==> config.mk <==
export PLATFORM = sky130hd
export DESIGN_NAME = pwm_tbase
export DESIGN_NICKNAME = d
export VERILOG_FILES = /design/src/rtl/pwm_tbase_pkg.sv /design/src/rtl/pwm_tbase_presc.sv /design/src/rtl/pwm_tbase_post.sv /design/src/rtl/pwm_tbase_period.sv /design/src/rtl/pwm_tbase.sv
export SDC_FILE = /design/constraint.sdc
export NUM_CORES = 1
export LEC_CHECK = 0
export BUFFER_PORTS_ARGS = -buffer_cell sky130_fd_sc_hd__buf_2
export CAP_MARGIN = 25
export CORE_MARGIN = 8
export CORE_UTILIZATION = 30
export DETAILED_ROUTE_END_ITERATION = 8
export GPL_ROUTABILITY_DRIVEN = 0
export HOLD_SLACK_MARGIN = 0.03
export PLACE_DENSITY_LB_ADDON = 0.1
export SLEW_MARGIN = 15
export SYNTH_ARGS = -nofsm -noshare
export SYNTH_HDL_FRONTEND = slang
export SYNTH_SLANG_ARGS = --single-unit
==> constraint.sdc <==
create_clock -name clk -period 3.32 [get_ports clk]
set_clock_uncertainty 0.2 [all_clocks]
set_input_delay 0.664 -clock clk [delete_from_list [all_inputs] [get_ports clk]]
set_output_delay 0.664 -clock clk [all_outputs]
set_load 0.1 [all_outputs]
==> src/rtl/pwm_tbase_pkg.sv <==
package pwm_tbase_pkg;

    typedef enum logic [1:0] {
        MODE_FREE  = 2'b00,
        MODE_ONCE  = 2'b01,
        MODE_UPDN  = 2'b10,
        MODE_UPDN2 = 2'b11
    } tb_mode_e;

    function automatic logic mode_is_updn(tb_mode_e m);
        return m[1];
    endfunction

endpackage

==> src/rtl/pwm_tbase_presc.sv <==
module pwm_tbase_presc #(
    parameter int SEL_W    = 2,
    parameter int STEP_LOG = 2
) (
    input  logic             clk,
    input  logic             rst_n,
    input  logic             clr_i,
    input  logic             adv_i,
    input  logic [SEL_W-1:0] sel_i,
    output logic             stroke_o
);
    localparam int CW = STEP_LOG * ((1 << SEL_W) - 1);

    logic [CW-1:0] cnt_d, cnt_q;
    logic [CW-1:0] lim;
    logic [CW:0]   lim_w;
    logic [CW:0]   one_w;

    always_comb begin
        one_w = {{CW{1'b0}}, 1'b1};
        lim_w = (one_w << (STEP_LOG * sel_i)) - one_w;
        lim   = lim_w[CW-1:0];
    end

    assign stroke_o = adv_i && (cnt_q == lim);

    always_comb begin
        cnt_d = cnt_q;
        if (clr_i) begin
            cnt_d = '0;
        end else if (adv_i) begin
            if (cnt_q == lim) cnt_d = '0;
            else              cnt_d = cnt_q + {{(CW-1){1'b0}}, 1'b1};
        end
    end

    always_ff @(posedge clk or negedge rst_n) begin
        if (!rst_n) cnt_q <= '0;
        else        cnt_q <= cnt_d;
    end


    presc_in_range_chk: assert property (@(posedge clk) disable iff (!rst_n)
        cnt_q <= lim);


    presc_clear_chk: assert property (@(posedge clk) disable iff (!rst_n)
        clr_i |=> (cnt_q == '0));

endmodule

==> src/rtl/pwm_tbase_post.sv <==
module pwm_tbase_post #(
    parameter int POST_W = 4
) (
    input  logic              clk,
    input  logic              rst_n,
    input  logic              clr_i,
    input  logic              hit_i,
    input  logic [POST_W-1:0] ratio_i,
    output logic              fire_o
);
    logic [POST_W-1:0] cnt_d, cnt_q;

    assign fire_o = hit_i && (cnt_q == ratio_i);

    always_comb begin
        cnt_d = cnt_q;
        if (clr_i) begin
            cnt_d = '0;
        end else if (hit_i) begin
            if (cnt_q == ratio_i) cnt_d = '0;
            else                  cnt_d = cnt_q + {{(POST_W-1){1'b0}}, 1'b1};
        end
    end

    always_ff @(posedge clk or negedge rst_n) begin
        if (!rst_n) cnt_q <= '0;
        else        cnt_q <= cnt_d;
    end


    post_in_range_chk: assert property (@(posedge clk) disable iff (!rst_n)
        cnt_q <= ratio_i);

endmodule

==> src/rtl/pwm_tbase_period.sv <==
module pwm_tbase_period #(
    parameter int CNT_W = 15
) (
    input  logic             clk,
    input  logic             rst_n,
    input  logic             wr_i,
    input  logic [CNT_W-1:0] wdata_i,
    input  logic             load_i,
    input  logic             idle_i,
    output logic [CNT_W-1:0] per_o,
    output logic             bad_o
);
    logic [CNT_W-1:0] stage_d, stage_q;
    logic [CNT_W-1:0] act_d, act_q;

    always_comb begin
        stage_d = wr_i ? wdata_i : stage_q;
        act_d   = (load_i || idle_i) ? stage_q : act_q;
    end

    always_ff @(posedge clk or negedge rst_n) begin
        if (!rst_n) begin
            stage_q <= '0;
            act_q   <= '0;
        end else begin
            stage_q <= stage_d;
            act_q   <= act_d;
        end
    end

    assign per_o = act_q;
    assign bad_o = (act_q == {{(CNT_W-1){1'b0}}, 1'b1});


    per_hold_chk: assert property (@(posedge clk) disable iff (!rst_n)
        !(load_i || idle_i) |=> $stable(per_o));


    per_idle_copy_chk: assert property (@(posedge clk) disable iff (!rst_n)
        idle_i |=> (per_o == $past(stage_q)));

endmodule

==> src/rtl/pwm_tbase.sv <==
module pwm_tbase
    import pwm_tbase_pkg::*;
#(
    parameter int CNT_W        = 15,
    parameter int POST_W       = 4,
    parameter int PSEL_W       = 2,
    parameter int PRE_STEP_LOG = 2
) (
    input  logic              clk,
    input  logic              rst_n,
    input  logic              tick_i,
    input  logic              ctl_wr_i,
    input  logic              ctl_en_i,
    input  logic [1:0]        ctl_mode_i,
    input  logic [PSEL_W-1:0] ctl_pre_i,
    input  logic [POST_W-1:0] ctl_post_i,
    input  logic              cnt_wr_i,
    input  logic [CNT_W-1:0]  cnt_wdata_i,
    input  logic              per_wr_i,
    input  logic [CNT_W-1:0]  per_wdata_i,
    output logic [CNT_W-1:0]  count_o,
    output logic              dir_down_o,
    output logic              event_o,
    output logic              run_o,
    output logic              per_bad_o
);
    localparam logic [CNT_W-1:0] CNT_ONE = {{(CNT_W-1){1'b0}}, 1'b1};

    typedef struct packed {
        logic              en;
        tb_mode_e          mode;
        logic [PSEL_W-1:0] pre;
        logic [POST_W-1:0] post;
        logic [CNT_W-1:0]  cnt;
        logic              down;
        logic              ev;
    } core_t;

    core_t core_d, core_q;

    logic             pre_stroke;
    logic             post_fire;
    logic             step;
    logic             any_wr;
    logic             period_end;
    logic             per_load;
    logic             top_hit;
    logic             bot_hit;
    logic [CNT_W-1:0] per_act;

    assign any_wr = ctl_wr_i || cnt_wr_i;

    pwm_tbase_presc #(
        .SEL_W    (PSEL_W),
        .STEP_LOG (PRE_STEP_LOG)
    ) presc_i (
        .clk      (clk),
        .rst_n    (rst_n),
        .clr_i    (any_wr),
        .adv_i    (core_q.en && tick_i),
        .sel_i    (core_q.pre),
        .stroke_o (pre_stroke)
    );

    pwm_tbase_post #(
        .POST_W (POST_W)
    ) post_i (
        .clk     (clk),
        .rst_n   (rst_n),
        .clr_i   (any_wr),
        .hit_i   (period_end),
        .ratio_i (core_q.post),
        .fire_o  (post_fire)
    );

    pwm_tbase_period #(
        .CNT_W (CNT_W)
    ) period_i (
        .clk     (clk),
        .rst_n   (rst_n),
        .wr_i    (per_wr_i),
        .wdata_i (per_wdata_i),
        .load_i  (per_load),
        .idle_i  (!core_q.en),
        .per_o   (per_act),
        .bad_o   (per_bad_o)
    );

    // Step decode: direction, reversal points and period ends.
    always_comb begin
        step    = core_q.en && tick_i && pre_stroke && !any_wr;
        top_hit = 1'b0;
        bot_hit = 1'b0;
        per_load = 1'b0;
        if (step) begin
            if (!mode_is_updn(core_q.mode)) begin
                per_load = (core_q.cnt >= per_act);
            end else if (!core_q.down) begin
                top_hit = (core_q.cnt >= per_act);
            end else begin
                bot_hit  = (core_q.cnt == '0);
                per_load = bot_hit;
            end
        end
        period_end = 1'b0;
        if (core_q.mode == MODE_FREE) period_end = per_load;
        if (core_q.mode == MODE_UPDN) period_end = bot_hit;
    end

    // Next-state computation.
    always_comb begin
        core_d    = core_q;
        core_d.ev = 1'b0;
        if (step) begin
            if (!mode_is_updn(core_q.mode)) begin
                if (per_load) begin
                    core_d.cnt = '0;
                    if (core_q.mode == MODE_ONCE) begin
                        core_d.en = 1'b0;
                        core_d.ev = 1'b1;
                    end
                end else begin
                    core_d.cnt = core_q.cnt + CNT_ONE;
                end
            end else if (!core_q.down) begin
                if (top_hit) begin
                    if (core_q.cnt != '0) begin
                        core_d.down = 1'b1;
                        core_d.cnt  = core_q.cnt - CNT_ONE;
                    end
                end else begin
                    core_d.cnt = core_q.cnt + CNT_ONE;
                end
            end else begin
                if (bot_hit) begin
                    core_d.down = 1'b0;
                    core_d.cnt  = CNT_ONE;
                end else begin
                    core_d.cnt = core_q.cnt - CNT_ONE;
                end
            end
        end
        if (core_q.mode == MODE_UPDN2) begin
            if (top_hit || bot_hit) core_d.ev = 1'b1;
        end
        if (post_fire) core_d.ev = 1'b1;

        if (cnt_wr_i) core_d.cnt = cnt_wdata_i;
        if (ctl_wr_i) begin
            core_d.en   = ctl_en_i;
            core_d.mode = tb_mode_e'(ctl_mode_i);
            core_d.pre  = ctl_pre_i;
            core_d.post = ctl_post_i;
            if (!ctl_mode_i[1]) core_d.down = 1'b0;
        end
    end

    always_ff @(posedge clk or negedge rst_n) begin
        if (!rst_n) begin
            core_q <= '{en: 1'b0, mode: MODE_FREE, pre: '0, post: '0,
                        cnt: '0, down: 1'b0, ev: 1'b0};
        end else begin
            core_q <= core_d;
        end
    end

    assign count_o    = core_q.cnt;
    assign dir_down_o = core_q.down;
    assign event_o    = core_q.ev;
    assign run_o      = core_q.en;


    once_stops_chk: assert property (@(posedge clk) disable iff (!rst_n)
        (event_o && core_q.mode == MODE_ONCE) |-> !run_o);


    dir_only_updn_chk: assert property (@(posedge clk) disable iff (!rst_n)
        dir_down_o |-> mode_is_updn(core_q.mode));


    tick_gate_chk: assert property (@(posedge clk) disable iff (!rst_n)
        (!tick_i && !cnt_wr_i) |=> $stable(count_o));


    ctl_keeps_count_chk: assert property (@(posedge clk) disable iff (!rst_n)
        (ctl_wr_i && !cnt_wr_i) |=> (count_o == $past(count_o)));

endmodule

==> results by group, run 1 <==
Status
  – Run status: finished, final reports clean

Clocking
  – Root buffer cell: clkbuf_16
  – Total CTS buffers: 9
  – Resize count post-CTS: 0
  – # H-tree levels: 3
  – Clk_lat worst skew: 0.34 ns
  – Setup bufs post-CTS: 0
  – Hold-fix buffer count after cts: 0
  – Longest Clk Path Bufs: 2
  – Clock-pin slew on the worst setup and hold paths: 0.06 ns
  – Clock sinks: 66
  – CTS tree: built

Global routing
  – Initial antenna violation count: 0
  – Vias in the first global route: 4071
  – First-pass GRT wire length: 22100 um
  – Global Route Usage Sum: 15.4%
  – Largest net degree at the start of global routing: 38
  – Grt ovf: 0

Drt
  – Routed via count: 3939
  – Via/cell ratio: 5.37
  – Post-route ant nets: 0
  – DRT Pass-1 Iters: 5
  – Drt total wl: 13800 um
  – Wirelength per Cell: 18.8 um
  – Iteration-0 DRC Markers: 240
  – DRC viols: 0

Setup path
  – Critical path fanouts, max: 4
  – Critical Path RT: 3.37 ns
  – Critical path capture point type: register
  – Crit Path Category: reg -> reg
  – Startpoint Class: register
  – CP arrival: 3.18 ns

Layout
  – Fin util: 37.1%
  – Area growth, synth to finish: 23.1%
  – Non-Filler Instances: 733
  – Final nets: 608
  – Ant. Diodes: 0
  – Layout cells sized above 1: 30.1%

Power and ir drop
  – Leak: 2.34 nW
  – Final total power: 2.69 mW
  – Power density over the cells: 506 nW/um^2
  – IR drop worst, VDD: 0.000375 V

Floorplanning
  – Die ar.: 18500 um^2
  – Chip width: 136 um
  – I/O pin count: 64
  – Placeable Area: 14300 um^2
  – Initial Util: 30.2%
  – Num rows: 44
  – Die H: 136 um

Synth
  – Post-synthesis sequential area ratio: 38.2%
  – Synth Area per Inst: 9.21 um^2
  – Synthesis Warnings: 0
  – Syn nets: 533
  – Yosys cell types: 59
  – Cells after synthesis: 469
  – Top_reg_cell synth: dfrtp_1
  – Number of synthesized flops with an enable pin: 0
  – Async SR Flop Fraction: 100%
  – Flops & latches, synth: 66
  – Post-Synthesis Cell Area: 4320 um^2

Timing
  – Period utilization: 94.0%
  – Final Max Slew Viols: 0
  – Final hold vios: 0
  – RSZ-0062 raised after global routing: false
  – Fin crit period: 3.12 ns
  – Worst slew margin: 45.5%
  – TNS Setup: 0 ns
  – Least-Margin Pin Slew: 0.810 ns
  – Fmax: 320 MHz
  – # setup viols final: 0
  – Hold slack: 0.0548 ns

Worst hold path
  – Hold WC Path Type: in -> async

Placed design
  – PortBufs: 63
  – Number of placed instances, taps included: 716
  – HPWL Detailed: 10300 um

Flow run
  – Maxcap violations: 0
critical path, stage by stage (launching register included):
cell and delay (ns):
dfrtp_1 0.41, ha_1 0.31, nand2_1 0.08, nor4_1 0.54, a21o_1 0.28, o21ai_0 0.19
a211o_1 0.37, or4b_1 0.48, a21oi_1 0.17
state kept, by name, summed over array words and instances, names as in the netlist, 4 cells and up:
signal and flops:
core_q 8, count_o 15, period_i.per_o 15, period_i.stage_q 15, post_i.cnt_q 4, presc_i.cnt_q 6
cells in the mapped netlist, types with 3 or more instances:
master,instances,area (um^2)
a211oi_1,3,22.5
a21oi_1,19,95.1
a221oi_1,3,26.3
a22oi_1,8,60.1
a31oi_1,4,25.0
a32oi_1,4,35.0
and2_1,3,18.8
and3_1,8,50.1
buf_2,3,15.0
buf_4,15,113
clkbuf_1,18,67.6
dfrtp_1,66,1650
ha_1,19,238
inv_1,28,105
mux2_2,37,417
nand2_1,41,154
nand2b_1,4,25.0
nand3_1,23,115
nor2_1,26,97.6
nor3_1,17,85.1
nor4_1,6,37.5
o211ai_1,8,60.1
o21ai_0,23,115
o22ai_1,4,25.0
o311ai_1,4,35.0
o31a_1,4,35.0
o31ai_1,5,37.5
o32ai_1,3,26.3
or3_1,10,62.6
xnor2_1,4,35.0
xor2_1,9,78.8
final timing paths:
path,from,cells after the start,slack (ns),to
max in group asynchronous,rst_n,3,2.15,period_i.per_o[9]
setup / recovery,count_o[14],8,0.20,post_i.cnt_q[2]
hold reg to reg,period_i.stage_q[10],1,0.31,period_i.stage_q[10]
setup reg to reg,count_o[14],8,0.20,post_i.cnt_q[2]
hold / removal,rst_n,1,0.05,count_o[5]
min in group clk,period_i.stage_q[10],1,0.31,period_i.stage_q[10]
cell type report:
class,instances,area (um^2)
clock buffers,11,243
clock inverters,5,77.6
fillers,1490,9000
flip-flops and latches,66,1650
repair buffers,102,646
well taps,184,230
multi-input cells,337,2360
inverters,28,105
per-stage QoR:
step | instance area (um^2) | setup WS, ns
6_report | 5320 | 0.198
5_1_grt | 5320 | 0.0365
4_1_cts | 5280 | 0.163
3_5_place_dp | 4960 | 0.200
3_3_place_gp | 4960 | 0.226
2_1_floorplan | 4320 | 0.312
cells by family after synthesis:
family                   count (synthesis)  share of synthesized area [%]
XOR/XNOR                                13                           2.64
flip-flops                              66                           38.2
adder cells (fa/ha/maj)                 19                           5.50
AND/OR/NAND/NOR                        155                           18.4
AO/OA/AOI/OAI                          112                           17.9
buffers and inverters                   66                           7.47
multiplexers                            38                           9.88
cells in the final DEF (no fill, tap or decap), types with 17 or more instances in the layout:
cell type and instances:
mux2_2 37, nor3_1 17, nand2_1 41, o21ai_0 23, buf_4 36, buf_2 63, a21oi_1 19, ha_1 19
inv_1 28, nand3_1 23, dfrtp_1 66, nor2_1 26
where the power goes:
part           total, mW  switching [mW]  leakage, nW  internal, mW
Sequential         0.953          0.0687        0.807         0.884
Clock               1.03           0.359        0.156         0.675
Combinational      0.701           0.446         1.38         0.254
Total               2.69           0.874         2.34          1.81
layer usage:
layer	global-route usage (%)	routed length [um]	part of all wire, %
met4	7.02	409	3.0
met3	3.99	949	6.9
met5	0	0	0
met2	23.7	6290	46
met1	19.8	6130	44
(Power assumes the default switching activity.)
==> inputs of run 2 (changes only) <==
- SYNTH_HIERARCHICAL: unset -> 1
==> results by group, run 2 <==
Status
  – Run status: finished, final reports clean

Flow run
  – Maxcap violations: 0

Global routing
  – Initial antenna violation count: 0
  – Vias in the first global route: 3910
  – Global Route Usage Sum: 14.3%
  – First-pass GRT wire length: 22000 um
  – Grt ovf: 0
  – Largest net degree at the start of global routing: 43

Synth
  – Async SR Flop Fraction: 100%
  – Most frequent cells after synthesis: dfrtp_1, nand2_1, nor2_1
  – Syn nets: 540
  – Post-synthesis sequential area ratio: 35.8%
  – Synth top area share: 35.8%
  – Synth top area cells: dfrtp_1, mux2_2, ha_1
  – Cells after synthesis: 476
  – Yosys cell types: 77
  – Synth Area per Inst: 9.70 um^2
  – Flops & latches, synth: 66
  – Post-Synthesis Cell Area: 4620 um^2
  – Synthesis Warnings: 6
  – Largest area contributor in the netlist: dfrtp_1
  – Most common cell in the netlist: dfrtp_1
  – Number of synthesized flops with an enable pin: 0
  – Top_reg_cell synth: dfrtp_1

Clocking
  – Clk_lat worst skew: 0.34 ns
  – Total CTS buffers: 9
  – Setup bufs post-CTS: 0
  – Root buffer cell: clkbuf_16
  – Clock-pin slew on the worst setup and hold paths: 0.06 ns
  – CTS tree: built
  – # H-tree levels: 3
  – Clock sinks: 66
  – Longest Clk Path Bufs: 2

Drt
  – Routed via count: 3863
  – DRT Pass-1 Iters: 5
  – Drt total wl: 13700 um
  – Via/cell ratio: 5.21
  – Wirelength per Cell: 18.4 um
  – Post-route ant nets: 0
  – DRC viols: 0
  – Iteration-0 DRC Markers: 215

Power and ir drop
  – Power density over the cells: 478 nW/um^2
  – IR drop worst, VDD: 0.000329 V
  – Leak: 2.44 nW

Timing
  – # setup viols final: 0
  – Period utilization: 96.6%
  – Final hold vios: 0
  – RSZ-0062 raised after global routing: false
  – Fin crit period: 3.21 ns
  – TNS Setup: 0 ns
  – Setup WS post-layout: 0.112 ns
  – Final Max Slew Viols: 0
  – Worst slew margin: 52.1%
  – Hold slack: 0.183 ns
  – Fmax: 312 MHz
  – Least-Margin Pin Slew: 0.718 ns

Floorplanning
  – Die H: 140 um
  – Die ar.: 19600 um^2
  – Initial Util: 30.5%
  – Placeable Area: 15100 um^2
  – Num rows: 45
  – I/O pin count: 64
  – Chip width: 140 um

Layout
  – Commonest non-fill, non-tap cell in the layout: dfrtp_1
  – Fin util: 36.2%
  – Most frequent cells in the layout: dfrtp_1, buf_2, nand2_1
  – Filler cell count: 1549
  – Final nets: 612
  – Finished Cell Area: 5480 um^2
  – Area growth, synth to finish: 18.7%
  – Layout cells sized above 1: 32.7%
  – Ant. Diodes: 0

Setup path
  – R2R Setup Slk: 0.11 ns
  – Critical path capture point type: register
  – Critical Path RT: 3.36 ns
  – R2R cell count: 10
  – FF-to-FF End: post_i/cnt_q[2]
  – Critical path fanouts, max: 7
  – Startpoint Class: register
  – CP arrival: 3.24 ns
  – Critical path endpoint: post_i/cnt_q[2]
  – Reg-to-Reg Start: count_o[8]
  – Setup crit start: count_o[8]
  – Crit Path Category: reg -> reg

Worst hold path
  – Hold WC Path Type: in -> async

Placed design
  – HPWL Detailed: 10300 um
  – Placed cell areas: 5160 um^2
  – Pre-CTS WS: 0.203 ns
  – PortBufs: 63
-- run 2: changes by cell type after synthesis, sizes merged, moves of 4 or more --
cell | previous run | this run
a21oi | 19 | 24
a31oi | 4 | 8
mux2i | 1 | 6
nand2b | 4 | 10
nand3 | 23 | 17
nor2b | 2 | 7
o211ai | 8 | 3
o21ai | 26 | 14
o221ai | 2 | 7
or3 | 10 | 2
xnor2 | 4 | 10
-- run 2: critical path, cell delays in order, from the launching register on --
cell and delay, ns:
dfrtp_1 0.46, or3_4 0.37, or4_4 0.50, nor4_1 0.49, nand2_1 0.16, nor2_1 0.15
a21oi_1 0.09, nor2_1 0.14, nand2_1 0.06, mux2_2 0.26, o32ai_1 0.22
-- run 2: metal layers --
| layer | global-route usage [%] | routed length [um] | part of all wire (%) |
|---|---|---|---|
| met1 | 19.0 | 6630 | 49 |
| met5 | 0 | 0 | 0 |
| met2 | 22.2 | 6220 | 46 |
| met4 | 4.97 | 219 | 1.6 |
| met3 | 3.47 | 591 | 4.3 |
-- run 2: how the worst min path moves through the flow --
stage	from	to	slack, ns	depth (start not counted)
CTS	rst_n	count_o[3]	0.21	1
detailed placement	period_i/stage_q[1]	period_i/per_o[1]	0.29	1
floorplan	rst_n	core_q[17]	0.17	0
finish	rst_n	count_o[3]	0.18	1
global route	rst_n	presc_i/cnt_q[2]	0.23	1
global placement	period_i/stage_q[1]	period_i/per_o[1]	0.29	1
-- run 2: power breakdown --
part,internal (mW),switching (mW),leakage [nW]
Combinational,0.265,0.406,1.48
Clock,0.603,0.384,0.149
Sequential,0.883,0.0765,0.806
Total,1.75,0.867,2.44
-- run 2: area by class of cell --
cell class              instances  area, um^2  area share, %
multi-input cells             345        2570           47.0
well taps                     188         235           4.29
clock inverters                 6        65.1           1.19
flip-flops and latches         66        1650           30.2
inverters                      27         101           1.85
clock buffers                  10         239           4.36
repair buffers                 99         614           11.2
-- run 2: cell families after synthesis --
logic type | count (synthesis) | synth area share [%]
compound gates | 104 | 16.7
xor+xnor | 16 | 3.04
fa+ha+maj | 19 | 5.15
buf+inv | 65 | 8.67
flops | 66 | 35.8
mux | 44 | 11.7
simple gates | 162 | 19.0
-- run 2: timing repair --
| item | CTS | global route |
|---|---|---|
| gates resized for setup | 0 | 2 |
| endpoints found under the setup margin | 0 | 1 |
| hold buffers | 0 | 0 |
-- run 2: metrics by stage --
stage,std cells,power [mW]
floorplan,476,1.46
global placement,725,1.64
detailed placement,725,1.65
CTS,741,2.66
global route,741,2.76
finish,741,2.62
==> inputs of run 3 (changes only) <==
- clock period: 3.32 -> 3.8 ns (I/O delays scaled with it)
==> results by group, run 3 (synthesis gave the netlist of run 2 again) <==
Clocking
  – Longest Clk Path Bufs: 2
  – Hold-fix buffer count after cts: 0
  – Clock sinks: 66
  – Resize count post-CTS: 0
  – CTS tree: built
  – Total CTS buffers: 9
  – Clk_lat worst skew: 0.34 ns
  – Root buffer cell: clkbuf_16
  – Setup bufs post-CTS: 0
  – # H-tree levels: 3
  – Clock-pin slew on the worst setup and hold paths: 0.06 ns

Timing
  – Least-Margin Pin Slew: 0.907 ns
  – # setup viols final: 0
  – Setup WS post-layout: 0.319 ns
  – RSZ-0062 raised after global routing: false
  – TNS Setup: 0 ns
  – Hold slack: 0.301 ns
  – Final Max Slew Viols: 0
  – Worst slew margin: 39.5%
  – Final hold vios: 0
  – Fmax: 287 MHz
  – Period utilization: 91.6%
  – Fin crit period: 3.48 ns

Setup path
  – CP max stage cell: nor4_1
  – Buf/Inv on CP: 1
  – Startpoint Class: register
  – Critical path capture point type: register
  – Critical path's top delay family: simple AND/OR/NAND/NOR gates
  – Crit Path Category: reg -> reg
  – CP arrival: 3.48 ns
  – Critical Path RT: 3.80 ns
  – Critical path's largest stage delay: 0.55 ns
  – CP Cell Sequence: or3_4 > or4_4 > nor4_1 > nand2_1 > nor2_1 > a21oi_1 > nor2_1 > buf_4 > nand2_1 > mux2i_1 > a2111oi_2
  – Critical path fanouts, max: 10

Floorplanning
  – Die ar.: 19600 um^2
  – I/O pin count: 64
  – Die H: 140 um
  – Num rows: 45
  – Placeable Area: 15100 um^2
  – Chip width: 140 um
  – Initial Util: 30.5%

Drt
  – Routed via count: 3759
  – DRC viols: 0
  – Post-route ant nets: 0
  – Via/cell ratio: 5.21
  – DRT Pass-1 Iters: 4
  – Drt total wl: 13300 um
  – Wirelength per Cell: 18.5 um
  – Iteration-0 DRC Markers: 371

Worst hold path
  – Hold WC Path Type: reg -> reg

Placed design
  – Placed cell areas: 4990 um^2
  – HPWL Detailed: 9870 um
  – Number of placed instances, taps included: 705
  – PortBufs: 63
  – Pre-CTS WS: 0.312 ns

Layout
  – Ant. Diodes: 0
  – Most frequent cells in the layout: dfrtp_1, buf_2, nand2_1
  – Layout cells sized above 1: 30.0%
  – Finished Cell Area: 5290 um^2
  – Filler cell count: 1565
  – Area growth, synth to finish: 14.6%
  – Final nets: 592
  – Non-Filler Instances: 721
  – Commonest non-fill, non-tap cell in the layout: dfrtp_1
  – Fin util: 34.9%

Flow run
  – Maxcap violations: 0

Global routing
  – First-pass GRT wire length: 21700 um
  – Vias in the first global route: 3848
  – Grt ovf: 0
  – Initial antenna violation count: 0
  – Global Route Usage Sum: 14.0%
  – Largest net degree at the start of global routing: 67

Power and ir drop
  – Clock group share of total power: 38.2%
  – Leak: 2.32 nW
  – Share of power burned in registers: 37.7%
  – P_int: 1.49 mW
  – Power density over the cells: 427 nW/um^2
  – Final total power: 2.26 mW
  – Gate power share: 24.0%
  – Sw Ratio: 34.0%
  – IR drop worst, VDD: 0.000224 V
  – Sw Pwr: 768 uW

Status
  – Run status: finished, final reports clean
==> run 3: cell types whose count changed in the layout (fill, tap and decap cells not counted), sizes merged <==
cell / before / now
clkbuf: 10 / 9
clkinvlp: 1 / 3
buf: 99 / 79
inv: 27 / 28
clkinv: 4 / 2
==> run 3: final timing paths <==
path / endpoint / slack [ns] / from / cells past startpoint
max: post_i/cnt_q[3] / 0.32 / count_o[7] / 11
min reg2reg: period_i/per_o[3] / 0.30 / period_i/stage_q[3] / 1
min in group asynchronous: core_q[17] / 0.43 / rst_n / 2
min: period_i/per_o[3] / 0.30 / period_i/stage_q[3] / 1
max reg2reg: post_i/cnt_q[3] / 0.32 / count_o[7] / 11
max in group asynchronous: period_i/stage_q[3] / 2.38 / rst_n / 2
==> run 3: layout make-up <==
class                           instances  area (um^2)  area share [%]
Clock inverter                          7         77.6            1.47
Multi-Input combinational cell        345         2560            48.5
Tap cell                              188          235            4.45
Timing Repair Buffer                   79          435            8.23
Inverter                               27          101            1.92
Sequential cell                        66         1650            31.2
Clock buffer                            9          225            4.26
==> run 3: per-layer routing <==
metal	global-route usage [%]	up-vias	share of wire (%)
li1	-	1841	-
met1	18.7	1806	49
met2	21.4	93	45
met3	3.91	19	4.9
met4	4.69	0	1.7
met5	0	-	0
==> run 3: power by group through the flow <==
stage	Clock [mW]	Combinational (mW)	Sequential, mW
2_1_floorplan	0	0.435	0.840
3_3_place_gp	0	0.540	0.866
3_5_place_dp	0	0.546	0.867
4_1_cts	0.888	0.548	0.854
5_1_grt	0.915	0.594	0.866
6_report	0.864	0.543	0.853
